File: src/rtl/pwm_dt_pkg.sv
package pwm_dt_pkg;
  localparam int MODE_W = 6;

  // Bit 0 is the lowest field.
  typedef struct packed {
    logic invLo;
    logic invHi;
    logic dtEn;
    logic evtSel;
    logic pol;
    logic align;
  } mode_t;

  // Strobes from control to datapath.
  typedef struct packed {
    logic clr;
    logic inc;
    logic dec;
    logic load;
  } ctl_t;

  // Counter status from datapath to control.
  typedef struct packed {
    logic idle;
    logic atLast;
    logic atOne;
  } stat_t;
endpackage

File: src/rtl/pwm_dt_deadband.sv
module pwm_dt_deadband #(
  parameter int DT_W = 4
) (
  input  logic            clk,
  input  logic            rstN,
  input  logic            tick,
  input  logic            rawAct,
  input  logic            dtEn,
  input  logic [DT_W-1:0] deadVal,
  output logic            act
);
  logic [DT_W-1:0] dtCnt;

  // The rising edge waits deadVal ticks; the falling edge passes at once.
  always_ff @(posedge clk) begin
    if (!rstN) begin
      dtCnt <= '0;
      act   <= 1'b0;
    end else if (!rawAct) begin
      act   <= 1'b0;
      dtCnt <= deadVal;
    end else if (!dtEn || dtCnt == '0) begin
      act <= 1'b1;
    end else if (tick) begin
      dtCnt <= dtCnt - 1'b1;
    end
  end
endmodule

File: src/rtl/pwm_dt_ctrl.sv
module pwm_dt_ctrl
  import pwm_dt_pkg::*;
(
  input  logic              clk,
  input  logic              rstN,
  input  logic              tick,
  input  logic              modeWrEn,
  input  logic [MODE_W-1:0] modeWrData,
  input  logic              wpSoft,
  input  logic              wpHard,
  input  stat_t             stat,
  output ctl_t              ctl,
  output mode_t             mode,
  output logic              evtStrobe
);
  logic upQ, upNext, evtNext;
  logic wrOk;

  assign wrOk = modeWrEn && !wpSoft && !wpHard;

  always_ff @(posedge clk) begin
    if (!rstN)     mode <= '0;
    else if (wrOk) mode <= mode_t'(modeWrData);
  end

  always_comb begin
    ctl     = '0;
    evtNext = 1'b0;
    upNext  = upQ;
    if (tick) begin
      if (stat.idle) begin
        ctl.clr  = 1'b1;
        ctl.load = 1'b1;
        upNext   = 1'b1;
      end else if (!mode.align) begin
        upNext = 1'b1;
        if (stat.atLast) begin
          ctl.clr  = 1'b1;
          ctl.load = 1'b1;
          evtNext  = 1'b1;
        end else begin
          ctl.inc = 1'b1;
        end
      end else if (upQ) begin
        ctl.inc = 1'b1;
        if (stat.atLast) begin
          upNext  = 1'b0;
          evtNext = mode.evtSel;
        end
      end else begin
        ctl.dec = 1'b1;
        if (stat.atOne) begin
          ctl.load = 1'b1;
          evtNext  = 1'b1;
          upNext   = 1'b1;
        end
      end
    end
  end

  always_ff @(posedge clk) begin
    if (!rstN) begin
      upQ       <= 1'b1;
      evtStrobe <= 1'b0;
    end else begin
      upQ       <= upNext;
      evtStrobe <= evtNext;
    end
  end
endmodule

File: src/rtl/pwm_dt_datapath.sv
module pwm_dt_datapath
  import pwm_dt_pkg::*;
#(
  parameter int CNT_W = 8,
  parameter int DT_W  = 4
) (
  input  logic             clk,
  input  logic             rstN,
  input  logic             tick,
  input  ctl_t             ctl,
  input  mode_t            mode,
  input  logic [CNT_W-1:0] periodIn,
  input  logic [CNT_W-1:0] dutyIn,
  input  logic [DT_W-1:0]  deadIn,
  output stat_t            stat,
  output logic             gateHi,
  output logic             gateLo
);
  localparam int SIDES = 2;

  logic [CNT_W-1:0] cnt, perQ, dutyQ;
  logic             cmpLvl;
  logic [SIDES-1:0] rawAct, act, invBits;

  always_ff @(posedge clk) begin
    if (!rstN) begin
      cnt   <= '0;
      perQ  <= '0;
      dutyQ <= '0;
    end else begin
      if (ctl.clr)      cnt <= '0;
      else if (ctl.inc) cnt <= cnt + 1'b1;
      else if (ctl.dec) cnt <= cnt - 1'b1;
      if (ctl.load) begin
        perQ  <= periodIn;
        dutyQ <= dutyIn;
      end
    end
  end

  assign stat.idle   = (perQ == '0);
  assign stat.atLast = (cnt >= perQ - 1'b1);
  assign stat.atOne  = (cnt == CNT_W'(1));

  assign cmpLvl    = (cnt < dutyQ) ? mode.pol : ~mode.pol;
  assign rawAct[0] = !stat.idle && cmpLvl;
  assign rawAct[1] = !stat.idle && !cmpLvl;
  assign invBits   = {mode.invLo, mode.invHi};

  for (genvar g = 0; g < SIDES; g++) begin : g_side
    pwm_dt_deadband #(.DT_W(DT_W)) u_db (
      .clk    (clk),
      .rstN   (rstN),
      .tick   (tick),
      .rawAct (rawAct[g]),
      .dtEn   (mode.dtEn),
      .deadVal(deadIn),
      .act    (act[g])
    );
  end

  assign gateHi = act[0] ^ invBits[0];
  assign gateLo = act[1] ^ invBits[1];
endmodule

File: src/rtl/pwm_dt_channel.sv
module pwm_dt_channel
  import pwm_dt_pkg::*;
#(
  parameter int CNT_W = 8,
  parameter int DT_W  = 4
) (
  input  logic              clk,
  input  logic              rstN,
  input  logic              tick,
  input  logic [CNT_W-1:0]  periodIn,
  input  logic [CNT_W-1:0]  dutyIn,
  input  logic [DT_W-1:0]   deadIn,
  input  logic              modeWrEn,
  input  logic [MODE_W-1:0] modeWrData,
  input  logic              wpSoft,
  input  logic              wpHard,
  output logic              gateHi,
  output logic              gateLo,
  output logic              evtStrobe,
  output logic [MODE_W-1:0] modeOut
);
  ctl_t  ctl;
  stat_t stat;
  mode_t mode;

  pwm_dt_ctrl u_ctrl (
    .clk(clk), .rstN(rstN), .tick(tick),
    .modeWrEn(modeWrEn), .modeWrData(modeWrData),
    .wpSoft(wpSoft), .wpHard(wpHard),
    .stat(stat), .ctl(ctl), .mode(mode), .evtStrobe(evtStrobe)
  );

  pwm_dt_datapath #(.CNT_W(CNT_W), .DT_W(DT_W)) u_dp (
    .clk(clk), .rstN(rstN), .tick(tick), .ctl(ctl), .mode(mode),
    .periodIn(periodIn), .dutyIn(dutyIn), .deadIn(deadIn),
    .stat(stat), .gateHi(gateHi), .gateLo(gateLo)
  );

  assign modeOut = mode;
endmodule

File: config.mk
export PLATFORM = sky130hd
export DESIGN_NAME = pwm_dt_channel
export DESIGN_NICKNAME = d
export VERILOG_FILES = /design/src/rtl/pwm_dt_pkg.sv /design/src/rtl/pwm_dt_deadband.sv /design/src/rtl/pwm_dt_ctrl.sv /design/src/rtl/pwm_dt_datapath.sv /design/src/rtl/pwm_dt_channel.sv
export SDC_FILE = /design/constraint.sdc
export NUM_CORES = 1
export LEC_CHECK = 0
export BUFFER_PORTS_ARGS = -buffer_cell sky130_fd_sc_hd__buf_2
export CORE_MARGIN = 4
export CORE_UTILIZATION = 42
export CTS_CLUSTER_DIAMETER = 100
export DETAILED_ROUTE_END_ITERATION = 10
export GPL_ROUTABILITY_DRIVEN = 0
export PLACE_DENSITY = 0.75
export SLEW_MARGIN = 5
export SYNTH_ARGS = -nofsm -noshare
export SYNTH_HDL_FRONTEND = slang
export SYNTH_SLANG_ARGS = --single-unit
File: constraint.sdc
create_clock -name clk -period 2.5 [get_ports clk]
set_clock_uncertainty 0.1 [all_clocks]
set_input_delay 0.25 -clock clk [delete_from_list [all_inputs] [get_ports clk]]
set_output_delay 0.25 -clock clk [all_outputs]
set_load 0.02 [all_outputs]
==> out/qor.yml <==
status: "finished, violations left"
failed_checks: "setup timing"
drive_gt1_frac: 0.2480
critPathMaxStageDelay_ps: 360
grt_pass1_vias: 2245
port_buffers: 40
worst_pin_slew_ps: 484.2
root_buffer: "clkbuf_8"
r2r_cells: 11
syn_avg_cell_area_um2: 8.504
async_flop_share: 0
swShare: 0.3843
ant_nets: 0
clock_latency_ps: 300
grt_pass1_wl_um: 10080
netlist_instances: 315
min_period_ps: 2591
cts_sinks: 42
cts_max_level: 2
cts_buffer_depth: 2
arrival_ps: 2710
finalMaxSlewViolations: 0
final_cells: 442
hold_violations: 0
grt_use_total: 0.1609
wl_met1_um: 2866
met2WireLength_um: 2849
max_cap_viol_count: 0
synth_edf_count: 0
antenna_cells: 0
die_x_um: 87.87
finish.instance_area_mm2: 0.003227
die_h_um: 87.87
synth-main-ff-cell: "dfxtp_1"
io_pins: 41
tritoncts: "done"
crit_slowest_cell: "dfxtp_4"
cp-start-kind: "flip-flop"
slew_headroom: 0.6731
cts_buffers: 5
crit_end: "u_dp.perQ[5]$_SDFFE_PN0P_"
grt_overflow: 0
vias: 2327
max_freq_mhz: 385.9
utilization: 0.5324
syn2layout_area_growth_pct: 20.46
peakVddDrop_uv: 608.0
syn_nets: 369
hp-class: "in2reg"
crit_type: "reg2reg"
crit_path_max_fanout: 8
r2r-end: "u_dp.perQ[5]$_SDFFE_PN0P_"
rsz0062_at_grt: "yes"
p_switching_mw: 1.267
dp.cells: 432
synth-seq-cells: 42
drtPass1Iterations: 4
core_mm2: 0.006061
antenna_found_initial: 0
worstPathCellList: "nor4_4 -> nand2_1 -> xor2_1 -> ha_1 -> a21oi_2 -> o21ai_2 -> a32oi_2 -> and2_4 -> a21bo_1 -> buf_6 -> mux2i_1"
cp.required_ps: 2620
dp_hpwl_um: 4390
p_clk_frac: 0.157
top_layer: "met4"
regToRegSetupSlack_ps: -90
critical_path.endpoint_type: "flip-flop"
remaining_drc_errors: 0
power_frac_seq: 0.301
timing.final.crit_share: 1.037
setup_viol: 17
fillers: 563
power_per_cell_area_mw_per_mm2: 1022
wl_um: 5984
ys.warnings.count: 0
die_area_mm2: 0.007720
drt_iter0_markers: 159
viasPerCell: 5.265
p_int_mw: 2.030
start_util: 0.4420
place_area_mm2: 0.003027
reg2reg_from: "u_dp.perQ[2]$_SDFFE_PN0P_"
seq_area_frac_synth: 0.3139
startpoint: "u_dp.perQ[2]$_SDFFE_PN0P_"
p_leak_nw: 1.504
synth_area_mm2: 0.002679
final.setup.tns_ps: -1056
combPwrFrac: 0.542
path_clk_slew_ps: 80
grt_max_degree: 35
ys_types: 48
drt-wirelength-per-cell_um: 13.54
fin_nets: 420
placementRows: 28
dr_wl_met3_um: 174
fin_ws_ps: -91.46
==> routing by layer <==
metal | vias up | global-route usage
li1 | 1197 | -
met1 | 1087 | 0.2066
met2 | 32 | 0.2726
met3 | 11 | 0.03198
met4 | 0 | 0.04742
met5 | - | 0
==> sequential cells by signal, summed over array words and instances (netlist names) <==
| register | count |
|---|---|
| u_dp.dutyQ | 8 |
| u_dp.cnt | 8 |
| u_dp.g_side.u_db.act | 2 |
| u_dp.g_side.u_db.dtCnt | 8 |
| u_ctrl.mode | 6 |
| u_ctrl.upQ | 1 |
| u_ctrl.evtStrobe | 1 |
| u_dp.perQ | 8 |
==> cell usage after synthesis (5+ instances only) <==
cell / number / area (µm²)
xnor2_1: 10 / 87.58
mux2i_1: 30 / 300.3
o211ai_1: 5 / 37.54
nand4_1: 7 / 43.79
xor2_1: 5 / 43.79
nand3_1: 8 / 40.04
clkbuf_1: 13 / 48.80
inv_1: 17 / 63.81
nor2b_1: 9 / 56.30
ha_1: 22 / 275.3
a21oi_1: 12 / 60.06
nand2_1: 61 / 229.0
nand2b_1: 6 / 37.54
nor2_1: 7 / 26.28
a21o_1: 5 / 37.54
dfxtp_1: 42 / 840.8
o21ai_0: 7 / 35.03
==> critical path: cells and delay by family, from the launching register on <==
kind,cells,cell delay (ps)
buffers and inverters,1,160
xor gates and xnor gates,1,160
DFF,1,360
AOI/OAI and AO/OA,4,590
and+or+nand+nor,3,580
adders and majority gates,1,350
muxes,1,200
==> worst min-delay path by stage <==
| stage | from | depth (start not counted) | end | slack, ps |
|---|---|---|---|---|
| 2_1_floorplan | dutyIn[0] | 2 | u_dp.dutyQ[0]$_SDFFE_PN0P_ | 290 |
| 3_3_place_gp | u_dp.dutyQ[6]$_SDFFE_PN0P_ | 2 | u_dp.dutyQ[6]$_SDFFE_PN0P_ | 350 |
| 3_5_place_dp | u_dp.dutyQ[6]$_SDFFE_PN0P_ | 2 | u_dp.dutyQ[6]$_SDFFE_PN0P_ | 360 |
| 4_1_cts | dutyIn[7] | 3 | u_dp.dutyQ[7]$_SDFFE_PN0P_ | 80 |
| 5_1_grt | dutyIn[0] | 3 | u_dp.dutyQ[0]$_SDFFE_PN0P_ | 90 |
| 6_report | periodIn[0] | 3 | u_dp.perQ[0]$_SDFFE_PN0P_ | 80 |
==> placed cells by master, fill, tap and decap left out, types with 8 or more instances in the layout <==
| cell | Yosys | layout |
|---|---|---|
| nand2_1 | 61 | 61 |
| buf_2 | 0 | 40 |
| dfxtp_1 | 42 | 38 |
| mux2i_1 | 30 | 30 |
| ha_1 | 22 | 22 |
| inv_1 | 17 | 17 |
| buf_4 | 1 | 17 |
| xnor2_1 | 10 | 10 |
| a21oi_1 | 12 | 9 |
| nor2b_1 | 9 | 9 |
| clkbuf_8 | 0 | 8 |
==> stage by stage <==
stage	power [mW]	hold slack, ps	setup slack (ps)
3_5_place_dp	2.636	358.5	-131.1
6_report	3.297	83.47	-91.46
5_1_grt	3.569	88.52	-241.4
4_1_cts	3.271	82.18	-48.21
2_1_floorplan	2.243	288.8	7.836
3_3_place_gp	2.590	347.4	-3.549
==> layout make-up <==
type	instances	area (µm²)	share of cell area
multi-input cells	240	1747	0.5413
flip-flops and latches	42	850.8	0.2637
repair buffers	60	361.6	0.1121
clock buffers	8	110.1	0.03412
well taps	75	93.84	0.02908
inverters	17	63.81	0.01978
==> logic make-up after synthesis <==
group,after synthesis,share of synthesized area
flops,42,0.3139
simple gates,121,0.2293
compound gates,52,0.1364
mux,30,0.1121
buf+inv,33,0.05652
xor+xnor,15,0.04904
fa+ha+maj,22,0.1028
==> power groups by stage <==
stage / Combinational (mW) / Sequential (mW) / Clock (mW)
after detailed placement: 1.65 / 0.987 / 0
after floorplan: 1.27 / 0.971 / 0
after global placement: 1.61 / 0.980 / 0
after CTS: 1.75 / 0.988 / 0.529
final: 1.79 / 0.993 / 0.517
after global routing: 2.00 / 1.01 / 0.553
==> repair_timing <==
| item | 4_1_cts | 5_1_grt |
|---|---|---|
| endpoints found under the setup margin | 20 | 24 |
| setup buffers | 3 | 1 |
| gates resized for setup | 11 | 13 |
| pin swaps | 5 | 12 |
| cloned | 0 | 0 |
| hold buffers | 0 | 0 |
Note: power is estimated with default switching activity, not from simulation.
